==> src/rtl/ofs_pkg.sv <==
package ofs_pkg;

    typedef enum logic [1:0] {
        ST_IDLE = 2'd0,
        ST_LOAD = 2'd1,
        ST_READ = 2'd2
    } ofs_state_e;

    // Stream slot of the almost-empty field of queue q (queues run high to low).
    function automatic int ae_slot(input int q, input int nq);
        return 2 * (nq - 1 - q);
    endfunction

    // Stream slot of the almost-full field of queue q.
    function automatic int af_slot(input int q, input int nq);
        return 2 * (nq - 1 - q) + 1;
    endfunction

endpackage

==> src/rtl/ofs_ctrl.sv <==
module ofs_ctrl
    import ofs_pkg::*;
#(
    parameter int unsigned TOTAL  = 104,
    parameter int unsigned CMD_W  = 16,
    parameter logic [CMD_W-1:0] RD_CMD = 16'h0007
) (
    input  logic             clk,
    input  logic             rst_n,
    input  logic             load_en,
    input  logic             cmd_valid,
    input  logic [CMD_W-1:0] cmd_code,
    output ofs_state_e       state,
    output logic             shift_en,
    output logic             commit,
    output logic             rb_load,
    output logic             rb_shift,
    output logic             sdo_valid,
    output logic             done
);

    localparam int unsigned CNT_W = $clog2(TOTAL);
    localparam logic [CNT_W-1:0] LAST = CNT_W'(TOTAL - 1);

    ofs_state_e       state_q, state_d;
    logic [CNT_W-1:0] cnt_q, cnt_d;
    logic             done_q, done_d;
    logic             rd_req;

    assign rd_req = cmd_valid && (cmd_code == RD_CMD);

    // Next state and bit counter
    always_comb begin
        state_d = state_q;
        cnt_d   = cnt_q;
        done_d  = 1'b0;
        unique case (state_q)
            ST_IDLE: begin
                if (load_en) begin
                    state_d = ST_LOAD;
                    cnt_d   = CNT_W'(1);
                end else if (rd_req) begin
                    state_d = ST_READ;
                    cnt_d   = '0;
                end
            end
            ST_LOAD: begin
                if (!load_en) begin
                    state_d = ST_IDLE;
                    cnt_d   = '0;
                end else if (cnt_q == LAST) begin
                    state_d = ST_IDLE;
                    cnt_d   = '0;
                    done_d  = 1'b1;
                end else begin
                    cnt_d = cnt_q + CNT_W'(1);
                end
            end
            ST_READ: begin
                if (cnt_q == LAST) begin
                    state_d = ST_IDLE;
                    cnt_d   = '0;
                    done_d  = 1'b1;
                end else begin
                    cnt_d = cnt_q + CNT_W'(1);
                end
            end
            default: begin
                state_d = ST_IDLE;
                cnt_d   = '0;
            end
        endcase
    end

    // State register
    always_ff @(posedge clk) begin
        if (!rst_n) begin
            state_q <= ST_IDLE;
            cnt_q   <= '0;
            done_q  <= 1'b0;
        end else begin
            state_q <= state_d;
            cnt_q   <= cnt_d;
            done_q  <= done_d;
        end
    end

    // Outputs
    always_comb begin
        shift_en  = 1'b0;
        commit    = 1'b0;
        rb_load   = 1'b0;
        rb_shift  = 1'b0;
        sdo_valid = 1'b0;
        unique case (state_q)
            ST_IDLE: begin
                shift_en = load_en;
                rb_load  = !load_en && rd_req;
            end
            ST_LOAD: begin
                shift_en = load_en;
                commit   = load_en && (cnt_q == LAST);
            end
            ST_READ: begin
                rb_shift  = 1'b1;
                sdo_valid = 1'b1;
            end
            default: ;
        endcase
    end

    assign state = state_q;
    assign done  = done_q;

endmodule

==> src/rtl/ofs_shadow.sv <==
module ofs_shadow #(
    parameter int unsigned TOTAL = 104
) (
    input  logic             clk,
    input  logic             rst_n,
    input  logic             shift_en,
    input  logic             load_bit,
    output logic [TOTAL-1:0] img_next
);

    logic [TOTAL-1:0] shadow_q;

    // New bits enter at the top; after TOTAL shifts the first bit sits at bit 0.
    assign img_next = {load_bit, shadow_q[TOTAL-1:1]};

    always_ff @(posedge clk) begin
        if (!rst_n) begin
            shadow_q <= '0;
        end else if (shift_en) begin
            shadow_q <= img_next;
        end
    end

endmodule

==> src/rtl/ofs_bank.sv <==
module ofs_bank
    import ofs_pkg::*;
#(
    parameter int unsigned FIELD_W = 13,
    parameter int unsigned NUM_Q   = 4,
    parameter int unsigned DEF_AE  = 127,
    parameter int unsigned DEF_AF  = 255,
    localparam int unsigned TOTAL  = 2 * NUM_Q * FIELD_W
) (
    input  logic                     clk,
    input  logic                     rst_n,
    input  logic                     commit,
    input  logic [TOTAL-1:0]         img_in,
    output logic [TOTAL-1:0]         img,
    output logic [NUM_Q*FIELD_W-1:0] ae_ofs,
    output logic [NUM_Q*FIELD_W-1:0] af_ofs
);

    localparam logic [FIELD_W-1:0] AE_RST = FIELD_W'(DEF_AE);
    localparam logic [FIELD_W-1:0] AF_RST = FIELD_W'(DEF_AF);

    logic [TOTAL-1:0] img_q;

    always_ff @(posedge clk) begin
        if (!rst_n) begin
            for (int q = 0; q < NUM_Q; q++) begin
                img_q[ae_slot(q, NUM_Q)*FIELD_W +: FIELD_W] <= AE_RST;
                img_q[af_slot(q, NUM_Q)*FIELD_W +: FIELD_W] <= AF_RST;
            end
        end else if (commit) begin
            img_q <= img_in;
        end
    end

    assign img = img_q;

    for (genvar q = 0; q < NUM_Q; q++) begin : g_queue
        localparam int unsigned AE_LO = ae_slot(q, NUM_Q) * FIELD_W;
        localparam int unsigned AF_LO = af_slot(q, NUM_Q) * FIELD_W;
        assign ae_ofs[q*FIELD_W +: FIELD_W] = img_q[AE_LO +: FIELD_W];
        assign af_ofs[q*FIELD_W +: FIELD_W] = img_q[AF_LO +: FIELD_W];
    end

endmodule

==> src/rtl/ofs_readback.sv <==
module ofs_readback #(
    parameter int unsigned TOTAL = 104
) (
    input  logic             clk,
    input  logic             rst_n,
    input  logic             rb_load,
    input  logic             rb_shift,
    input  logic [TOTAL-1:0] img,
    output logic             sdo
);

    logic [TOTAL-1:0] sh_q;

    always_ff @(posedge clk) begin
        if (!rst_n) begin
            sh_q <= '0;
        end else if (rb_load) begin
            sh_q <= img;
        end else if (rb_shift) begin
            sh_q <= {1'b0, sh_q[TOTAL-1:1]};
        end
    end

    assign sdo = sh_q[0];

endmodule

==> src/rtl/ofs_loader.sv <==
module ofs_loader
    import ofs_pkg::*;
#(
    parameter int unsigned FIELD_W = 13,
    parameter int unsigned NUM_Q   = 4,
    parameter int unsigned CMD_W   = 16,
    parameter logic [CMD_W-1:0] RD_CMD = 16'h0007,
    parameter int unsigned DEF_AE  = 127,
    parameter int unsigned DEF_AF  = 255
) (
    input  logic                     clk,
    input  logic                     rst_n,
    input  logic                     load_en,
    input  logic                     load_bit,
    input  logic                     cmd_valid,
    input  logic [CMD_W-1:0]         cmd_code,
    output logic                     sdo,
    output logic                     sdo_valid,
    output logic                     done,
    output logic [NUM_Q*FIELD_W-1:0] ae_ofs,
    output logic [NUM_Q*FIELD_W-1:0] af_ofs
);

    localparam int unsigned TOTAL = 2 * NUM_Q * FIELD_W;

    ofs_state_e       cur_state;
    logic             shift_en;
    logic             commit;
    logic             rb_load;
    logic             rb_shift;
    logic [TOTAL-1:0] img_next;
    logic [TOTAL-1:0] img;

    ofs_ctrl #(
        .TOTAL  (TOTAL),
        .CMD_W  (CMD_W),
        .RD_CMD (RD_CMD)
    ) u_ctrl (
        .clk       (clk),
        .rst_n     (rst_n),
        .load_en   (load_en),
        .cmd_valid (cmd_valid),
        .cmd_code  (cmd_code),
        .state     (cur_state),
        .shift_en  (shift_en),
        .commit    (commit),
        .rb_load   (rb_load),
        .rb_shift  (rb_shift),
        .sdo_valid (sdo_valid),
        .done      (done)
    );

    ofs_shadow #(
        .TOTAL (TOTAL)
    ) u_shadow (
        .clk      (clk),
        .rst_n    (rst_n),
        .shift_en (shift_en),
        .load_bit (load_bit),
        .img_next (img_next)
    );

    ofs_bank #(
        .FIELD_W (FIELD_W),
        .NUM_Q   (NUM_Q),
        .DEF_AE  (DEF_AE),
        .DEF_AF  (DEF_AF)
    ) u_bank (
        .clk    (clk),
        .rst_n  (rst_n),
        .commit (commit),
        .img_in (img_next),
        .img    (img),
        .ae_ofs (ae_ofs),
        .af_ofs (af_ofs)
    );

    ofs_readback #(
        .TOTAL (TOTAL)
    ) u_rb (
        .clk      (clk),
        .rst_n    (rst_n),
        .rb_load  (rb_load),
        .rb_shift (rb_shift),
        .img      (img),
        .sdo      (sdo)
    );

endmodule

==> config.mk <==
export PLATFORM = sky130hd
export DESIGN_NAME = ofs_loader
export DESIGN_NICKNAME = d
export VERILOG_FILES = /design/src/rtl/ofs_pkg.sv /design/src/rtl/ofs_ctrl.sv /design/src/rtl/ofs_shadow.sv /design/src/rtl/ofs_bank.sv /design/src/rtl/ofs_readback.sv /design/src/rtl/ofs_loader.sv
export SDC_FILE = /design/constraint.sdc
export NUM_CORES = 1
export LEC_CHECK = 0
export BUFFER_PORTS_ARGS = -buffer_cell sky130_fd_sc_hd__buf_2
export CORE_MARGIN = 5
export CORE_UTILIZATION = 60
export CTS_CLUSTER_DIAMETER = 40
export CTS_CLUSTER_SIZE = 40
export DETAILED_ROUTE_END_ITERATION = 10
export GPL_ROUTABILITY_DRIVEN = 1
export PLACE_DENSITY = 0.8
export RECOVER_POWER = 25
export SLEW_MARGIN = 5
export SYNTH_ARGS = -nofsm -noshare
export SYNTH_HDL_FRONTEND = slang
export SYNTH_HIERARCHICAL = 1
export SYNTH_SLANG_ARGS = --single-unit
export TNS_END_PERCENT = 100
==> constraint.sdc <==
create_clock -name clk -period 2.41 [get_ports clk]
set_input_delay 0.3615 -clock clk [delete_from_list [all_inputs] [get_ports clk]]
set_output_delay 0.3615 -clock clk [all_outputs]
set_load 0.05 [all_outputs]
; Word level (Yosys, flattened, before mapping)
; Index checks and enable logic that the tools add are counted.
[classes]
addsub = 1
n_eq_ne = 5
muxes = 19
reduce_logical = 7
[ops]
columns = cell, count
row1 = 2-to-1 mux 104 bit, 2
row2 = 2-to-1 mux 7 bit, 4
row3 = case mux 7 bit (3 select lines), 1
row4 = == test 16 x 3 -> 1 bit (second input constant), 1
row5 = 2-to-1 mux 2 bit, 4
row6 = adder 7 x 1 -> 7 bit (second input constant), 1
row7 = == test 7 bit (second input constant), 1
row8 = 2-to-1 mux 1 bit, 6
row9 = case mux 2 bit (3 select lines), 1
row10 = logical AND 1 bit, 3
row11 = != test 3 x 2 -> 1 bit (second input constant), 1
row12 = == test 2 x 1 -> 1 bit (second input constant), 1
row13 = == test 2 bit (second input constant), 1
row14 = zero test 2 bit, 1
row15 = case mux 1 bit (2 select lines), 1
row16 = nonzero test 2 bit, 1
row17 = OR reduction 2 bit, 1
row18 = zero test 1 bit, 1
[word_totals]
reg_bits = 322
in_bits = 21
out_inout_bits = 107

; Longest topological paths before layout
[depth]
depth_word = 5
mapped_depth = 10
depth_no_buf = 7

; Hierarchy
; Netlist, hierarchy kept.
[modules_own_cells]
columns = module, n_inst, cells_per_inst, area_per_inst_um2
row1 = ofs_readback, 1, 463, 5202.5
row2 = ofs_bank, 1, 439, 4619.4
row3 = ofs_shadow, 1, 333, 3977.6
row4 = ofs_ctrl, 1, 83, 703.2

; Worst setup path before layout
; OpenSTA, ideal clock, no wires.
[synth_path]
kind = in2reg
startpoint = in cmd_code[3]
endpoint = reg u_rb.sh_q[92]
arrival_ns = 2.058
slack_ns = 0.236
path_stages = 8
n_path_buf = 3
cell_sequence = nor4b_2 > nand3_2 > nor4_1 > buf_4 > buf_2 > clkbuf_1 > or2b_1 > o211a_1
[synth_via]
elab_chain_len = 5
elab_cells_between_ends = 6
[synth_rtl]
columns = item, line
row1 = "start, declared", ofs_loader.sv:16  ; input logic [CMD_W-1:0] cmd_code,
row2 = == test 16 x 3 -> 1 bit *, ofs_ctrl.sv:30  ; assign rd_req = cmd_valid && (cmd_code == RD_CMD);
row3 = logical AND 1 bit *, ofs_ctrl.sv:30
row4 = logical AND 1 bit *, ofs_ctrl.sv:98  ; rb_load = !load_en && rd_req;
row5 = 2-to-1 mux 1 bit *, ofs_ctrl.sv:95  ; unique case (state_q)
row6 = named net rb_load, ofs_loader.sv:29  ; logic rb_load;
row7 = 2-to-1 mux 104 bit / nonzero test 2 bit (equally long branches), -
row8 = "end signal, assigned", ofs_readback.sv:18  ; sh_q <= img;
row9 = "end signal, assigned", ofs_readback.sv:20  ; sh_q <= {1'b0, sh_q[TOTAL-1:1]};
row10 = "end, declared", ofs_readback.sv:12  ; logic [TOTAL-1:0] sh_q;
; The timed path passes the listed nets; every way through them passes the cells marked *.
; A chain may end at the register's enable or synchronous reset.

; Worst setup path in the final report
[layout_path]
startpoint = reg u_ctrl.state_q[0], in the netlist u_ctrl/state[0]
endpoint = reg u_rb.sh_q[79]
[layout_via]
elab_chain_len = 3
elab_cells_between_ends = 6
[layout_rtl]
columns = item, line
row1 = "start, declared", ofs_ctrl.sv:25  ; ofs_state_e state_q, state_d;
row2 = "start signal, assigned", ofs_ctrl.sv:82  ; state_q <= state_d;
row3 = zero test 2 bit *, ofs_ctrl.sv:95
row4 = 2-to-1 mux 1 bit *, ofs_ctrl.sv:95
row5 = named net rb_load, ofs_loader.sv:29
row6 = 2-to-1 mux 104 bit / nonzero test 2 bit (equally long branches), -
; Marks and branches as above.

==> metrics.txt <==
final core utilization 0.6595; insertion delay of the later-clocked pin in the worst-skew pair 0.51 ns; final layout net count 1333; final worst path period share 0.8917; Seq. cell area between 6000 and 7000 um^2; number of antenna violations at the first check in global routing 0; Resized cells post-CTS 0; data required time of the worst path 2.80 ns; Fmax 465.3 MHz; clock tree from TritonCTS built; mean instance size in the synthesized netlist 11.00 um^2; Port Buffers 127; setup violators final 0; post-route non-filler standard cell count approximately 1700; leakage power 0.006884 uW; final slew viol count 0; initial drt markers 447; sequential fraction of the synthesis area 0.4431; RSZ-0062 raised after global routing no; category of the worst setup path capture point flip-flop; number of cells on the worst hold path 3; deepest clock path buffer count 3; area of the die between 20000 and 30000 um^2; data arrival time of the critical path 2.54 ns; Worst Setup Start Kind flip-flop; via count of the first global-routing pass roughly 8600; clock transition at the register clock pins on the worst setup and hold paths after CTS around 0.060 ns; count of clock tree sinks ~320; Post-synth top flop sky130_fd_sc_hd__dfxtp_1; status completed; power after layout between 10000 and 15000 uW; FF-to-FF path depth 8; WHS Endpoint u_shadow/shadow_q[103]$_SDFFE_PN0P_; DP Cell Count roughly 1600; fin worst setup slack 0.2609 ns; total clock buffers created by CTS 40; Final TNS setup 0 ns; # H-tree levels 2; worst-margin pin slew between 0.7 and 0.8 ns; vias per cell between 5 and 6; total wirelength of the detailed-routed design around 25000 um; critical path cell sequence inv_1 > ha_1 > nand2_1 > nor4_2 > buf_4 > buf_12 > nand2b_1 > o211a_1; post-detailed-placement half-perimeter wirelength 15460 um; Max VDD drop ~430 uV; area of the placeable core roughly 24000 um^2; Rel. slew slack 0.5066; cell type group with the largest total delay on the critical path buffers and inverters; start point of the worst hold path load_bit; number of filler cells placed in the layout between 1500 and 2000; Max Cap Viol 0; distinct cell type count after synthesis 45; count of antenna diodes in the layout 0; Mapped Area 14500 um^2; Post-CTS Hold Buffers 0; Root Buffer Master sky130_fd_sc_hd__clkbuf_16; mean routed wirelength per cell roughly 15 um; aggregate global-route resource usage 0.1812; multi-input gate area in the final layout 6579 um^2; First-pass DRT Iterations 5; Placement Setup Slack ~0.19 ns; initial cell density of the core 0.6142; register-to-register path setup slack ~0.26 ns; share of post-route cells with drive strength above 1 0.1602; number of nets in the synthesized netlist around 1300; post-route DRC violation count 0; global placer's final weighted congestion between 0.7 and 0.8; final hold violation count 0; capture instance of the worst register-to-register path u_rb/sh_q[79]$_SDFFE_PN0P_; signed area change from the synthesized netlist to the final layout 7.376%; Die Width about 170 um; largest fanout on the critical path 110; slowest CP cell sky130_fd_sc_hd__dfxtp_1; class of the most critical hold timing path input port to flip-flop; overflow left after global routing 0; warnings from Yosys 6; synthesis-stage register bit count 321; delay of the slowest cell on the worst path 0.34 ns; WP buf/inv 3; Critical R2R Launch u_ctrl/state[0]$_SDFFE_PN0P_; Die Height around 170 um; overall via count from detail_route approximately 8700; maximum number of pins on one net before global-route repair roughly 120; number of enable-type register cells in the synthesized netlist 0; post-synthesis async set-or-reset flop share 0; power density cells approximately 740 nW/um^2; total number of placement rows 56; clock skew approximately 0.016 ns; class of the most critical setup path flip-flop to flip-flop; count of buffers added by post-CTS timing repair for setup 0; I/O pin cnt ~130; Gate Count Post-Synth about 1300; minimum clock period approximately 2.1 ns; first-pass GRT wire length ~42000 um; count of nets left with antenna violations after detail routing 0
## stage by stage
step | hold slack [ns] | instance area (um^2)
3_3_place_gp | 0.4534 | 14380
5_1_grt | 0.1579 | 15570
6_report | 0.1609 | 15570
2_1_floorplan | 0.4439 | 14500
3_5_place_dp | 0.4632 | 14380
4_1_cts | 0.1350 | 15710
## layout make-up
cell class / count / share of cell area
clock buffers: 46 / 0.06838
multi-input cells: 791 / 0.4225
inverters: 5 / 0.001205
well taps: 319 / 0.02563
clock inverters: 25 / 0.01703
repair buffers: 148 / 0.05263
flip-flops and latches: 321 / 0.4127
## logic make-up (layout without fill, tap and decap cells)
family | count (synthesis) | in the layout | share of synthesized area
and+or+nand+nor | 352 | 352 | 0.1408
DFF | 321 | 321 | 0.4431
muxes | 310 | 310 | 0.2228
buffers and inverters | 206 | 224 | 0.1056
AOI/OAI and AO/OA | 124 | 124 | 0.08334
adders and majority gates | 5 | 5 | 0.004314
## power by group
group / switching (uW) / total, uW / internal (uW)
combinational: 184 / 327 / 144
clock: 2300 / 5840 / 3540
sequential: 5.40 / 5320 / 5310
## cells in the final DEF (no fill, tap or decap), types with 2 or more instances in the layout
| cell | netlist | final |
|---|---|---|
| sky130_fd_sc_hd__inv_1 | 5 | 5 |
| sky130_fd_sc_hd__nand2_1 | 73 | 73 |
| sky130_fd_sc_hd__inv_6 | 0 | 3 |
| sky130_fd_sc_hd__clkinv_2 | 0 | 4 |
| sky130_fd_sc_hd__mux2_1 | 11 | 11 |
| sky130_fd_sc_hd__a21boi_0 | 4 | 4 |
| sky130_fd_sc_hd__buf_4 | 112 | 9 |
| sky130_fd_sc_hd__o22ai_1 | 4 | 4 |
| sky130_fd_sc_hd__mux2_2 | 92 | 92 |
| sky130_fd_sc_hd__clkbuf_8 | 0 | 3 |
| sky130_fd_sc_hd__clkinvlp_4 | 0 | 10 |
| sky130_fd_sc_hd__dfxtp_1 | 321 | 321 |
| sky130_fd_sc_hd__nand2b_1 | 94 | 94 |
| sky130_fd_sc_hd__nor3_1 | 3 | 3 |
| sky130_fd_sc_hd__or3b_2 | 2 | 2 |
| sky130_fd_sc_hd__buf_12 | 9 | 12 |
| sky130_fd_sc_hd__or2b_1 | 9 | 9 |
| sky130_fd_sc_hd__mux2i_1 | 207 | 207 |
| sky130_fd_sc_hd__nor2_1 | 5 | 3 |
| sky130_fd_sc_hd__nand3_1 | 3 | 3 |
| sky130_fd_sc_hd__a21oi_1 | 4 | 4 |
| sky130_fd_sc_hd__buf_2 | 20 | 20 |
| sky130_fd_sc_hd__o211a_1 | 104 | 104 |
| sky130_fd_sc_hd__clkbuf_1 | 36 | 109 |
| sky130_fd_sc_hd__nor2b_1 | 147 | 147 |
| sky130_fd_sc_hd__and3_1 | 3 | 3 |
| sky130_fd_sc_hd__ha_1 | 5 | 4 |
| sky130_fd_sc_hd__clkinv_4 | 0 | 3 |
| sky130_fd_sc_hd__bufinv_16 | 0 | 3 |
| sky130_fd_sc_hd__nor2_4 | 0 | 2 |
| sky130_fd_sc_hd__clkbuf_16 | 0 | 41 |
| sky130_fd_sc_hd__nand3b_1 | 3 | 3 |
## registers in the layout, summed over array words and instances (netlist names)
name and count:
u_ctrl/state 2, u_ctrl/done 1, u_bank/img 104, u_shadow/shadow_q 103, u_rb/sh_q 104, u_ctrl/cnt_q 7
## worst max-delay path by stage
stage / from / slack [ns] / end / cells past startpoint
2_1_floorplan: cmd_code[3] / 0.24 / u_rb/sh_q[92]$_SDFFE_PN0P_ / 8
3_3_place_gp: cmd_code[3] / 0.30 / u_rb/sh_q[12]$_SDFFE_PN0P_ / 9
3_5_place_dp: cmd_code[3] / 0.19 / u_rb/sh_q[79]$_SDFFE_PN0P_ / 8
4_1_cts: u_ctrl/state[0]$_SDFFE_PN0P_ / 0.26 / u_rb/sh_q[5]$_SDFFE_PN0P_ / 9
5_1_grt: u_ctrl/state[0]$_SDFFE_PN0P_ / 0.04 / u_rb/sh_q[79]$_SDFFE_PN0P_ / 8
6_report: u_ctrl/state[0]$_SDFFE_PN0P_ / 0.26 / u_rb/sh_q[79]$_SDFFE_PN0P_ / 8
## layer usage
| metal | routed length, um | GRT usage |
|---|---|---|
| met1 | 11140 | 0.2349 |
| met5 | 0 | 0 |
| met4 | 397 | 0.04574 |
| met3 | 1072 | 0.03847 |
| met2 | 12280 | 0.3096 |
## cell usage after synthesis, types with 2 or more instances
| cell | n | area [um^2] |
|---|---|---|
| sky130_fd_sc_hd__or3b_2 | 2 | 17.52 |
| sky130_fd_sc_hd__nand3_1 | 3 | 15.01 |
| sky130_fd_sc_hd__a21oi_1 | 4 | 20.02 |
| sky130_fd_sc_hd__inv_1 | 5 | 18.77 |
| sky130_fd_sc_hd__ha_1 | 5 | 62.56 |
| sky130_fd_sc_hd__or2b_1 | 9 | 67.56 |
| sky130_fd_sc_hd__buf_8 | 6 | 90.09 |
| sky130_fd_sc_hd__a21boi_0 | 4 | 30.03 |
| sky130_fd_sc_hd__nand3b_1 | 3 | 22.52 |
| sky130_fd_sc_hd__mux2_2 | 92 | 1036 |
| sky130_fd_sc_hd__buf_6 | 13 | 146.4 |
| sky130_fd_sc_hd__dfxtp_1 | 321 | 6426 |
| sky130_fd_sc_hd__mux2_1 | 11 | 123.9 |
| sky130_fd_sc_hd__buf_12 | 9 | 180.2 |
| sky130_fd_sc_hd__buf_2 | 20 | 100.1 |
| sky130_fd_sc_hd__nor2_1 | 5 | 18.77 |
| sky130_fd_sc_hd__clkbuf_1 | 36 | 135.1 |
| sky130_fd_sc_hd__buf_1 | 4 | 15.01 |
| sky130_fd_sc_hd__o22ai_1 | 4 | 25.02 |
| sky130_fd_sc_hd__nand2_1 | 73 | 274.0 |
| sky130_fd_sc_hd__nor4_1 | 2 | 12.51 |
| sky130_fd_sc_hd__buf_4 | 112 | 840.8 |
| sky130_fd_sc_hd__o211a_1 | 104 | 1041 |
| sky130_fd_sc_hd__nand2b_1 | 94 | 588.1 |
| sky130_fd_sc_hd__nor3_1 | 3 | 15.01 |
| sky130_fd_sc_hd__nor2b_1 | 147 | 919.6 |
| sky130_fd_sc_hd__and3_1 | 3 | 18.77 |
| sky130_fd_sc_hd__mux2i_1 | 207 | 2072 |
## worst reg2reg max path, cell delays in order, from the launching register on
cell and delay, ns:
sky130_fd_sc_hd__dfxtp_1 0.34, sky130_fd_sc_hd__inv_1 0.15, sky130_fd_sc_hd__ha_1 0.28, sky130_fd_sc_hd__nand2_1 0.12, sky130_fd_sc_hd__nor4_2 0.28, sky130_fd_sc_hd__buf_4 0.18, sky130_fd_sc_hd__buf_12 0.34, sky130_fd_sc_hd__nand2b_1 0.20
sky130_fd_sc_hd__o211a_1 0.15
No activity file was read; power rests on OpenSTA's default activity.
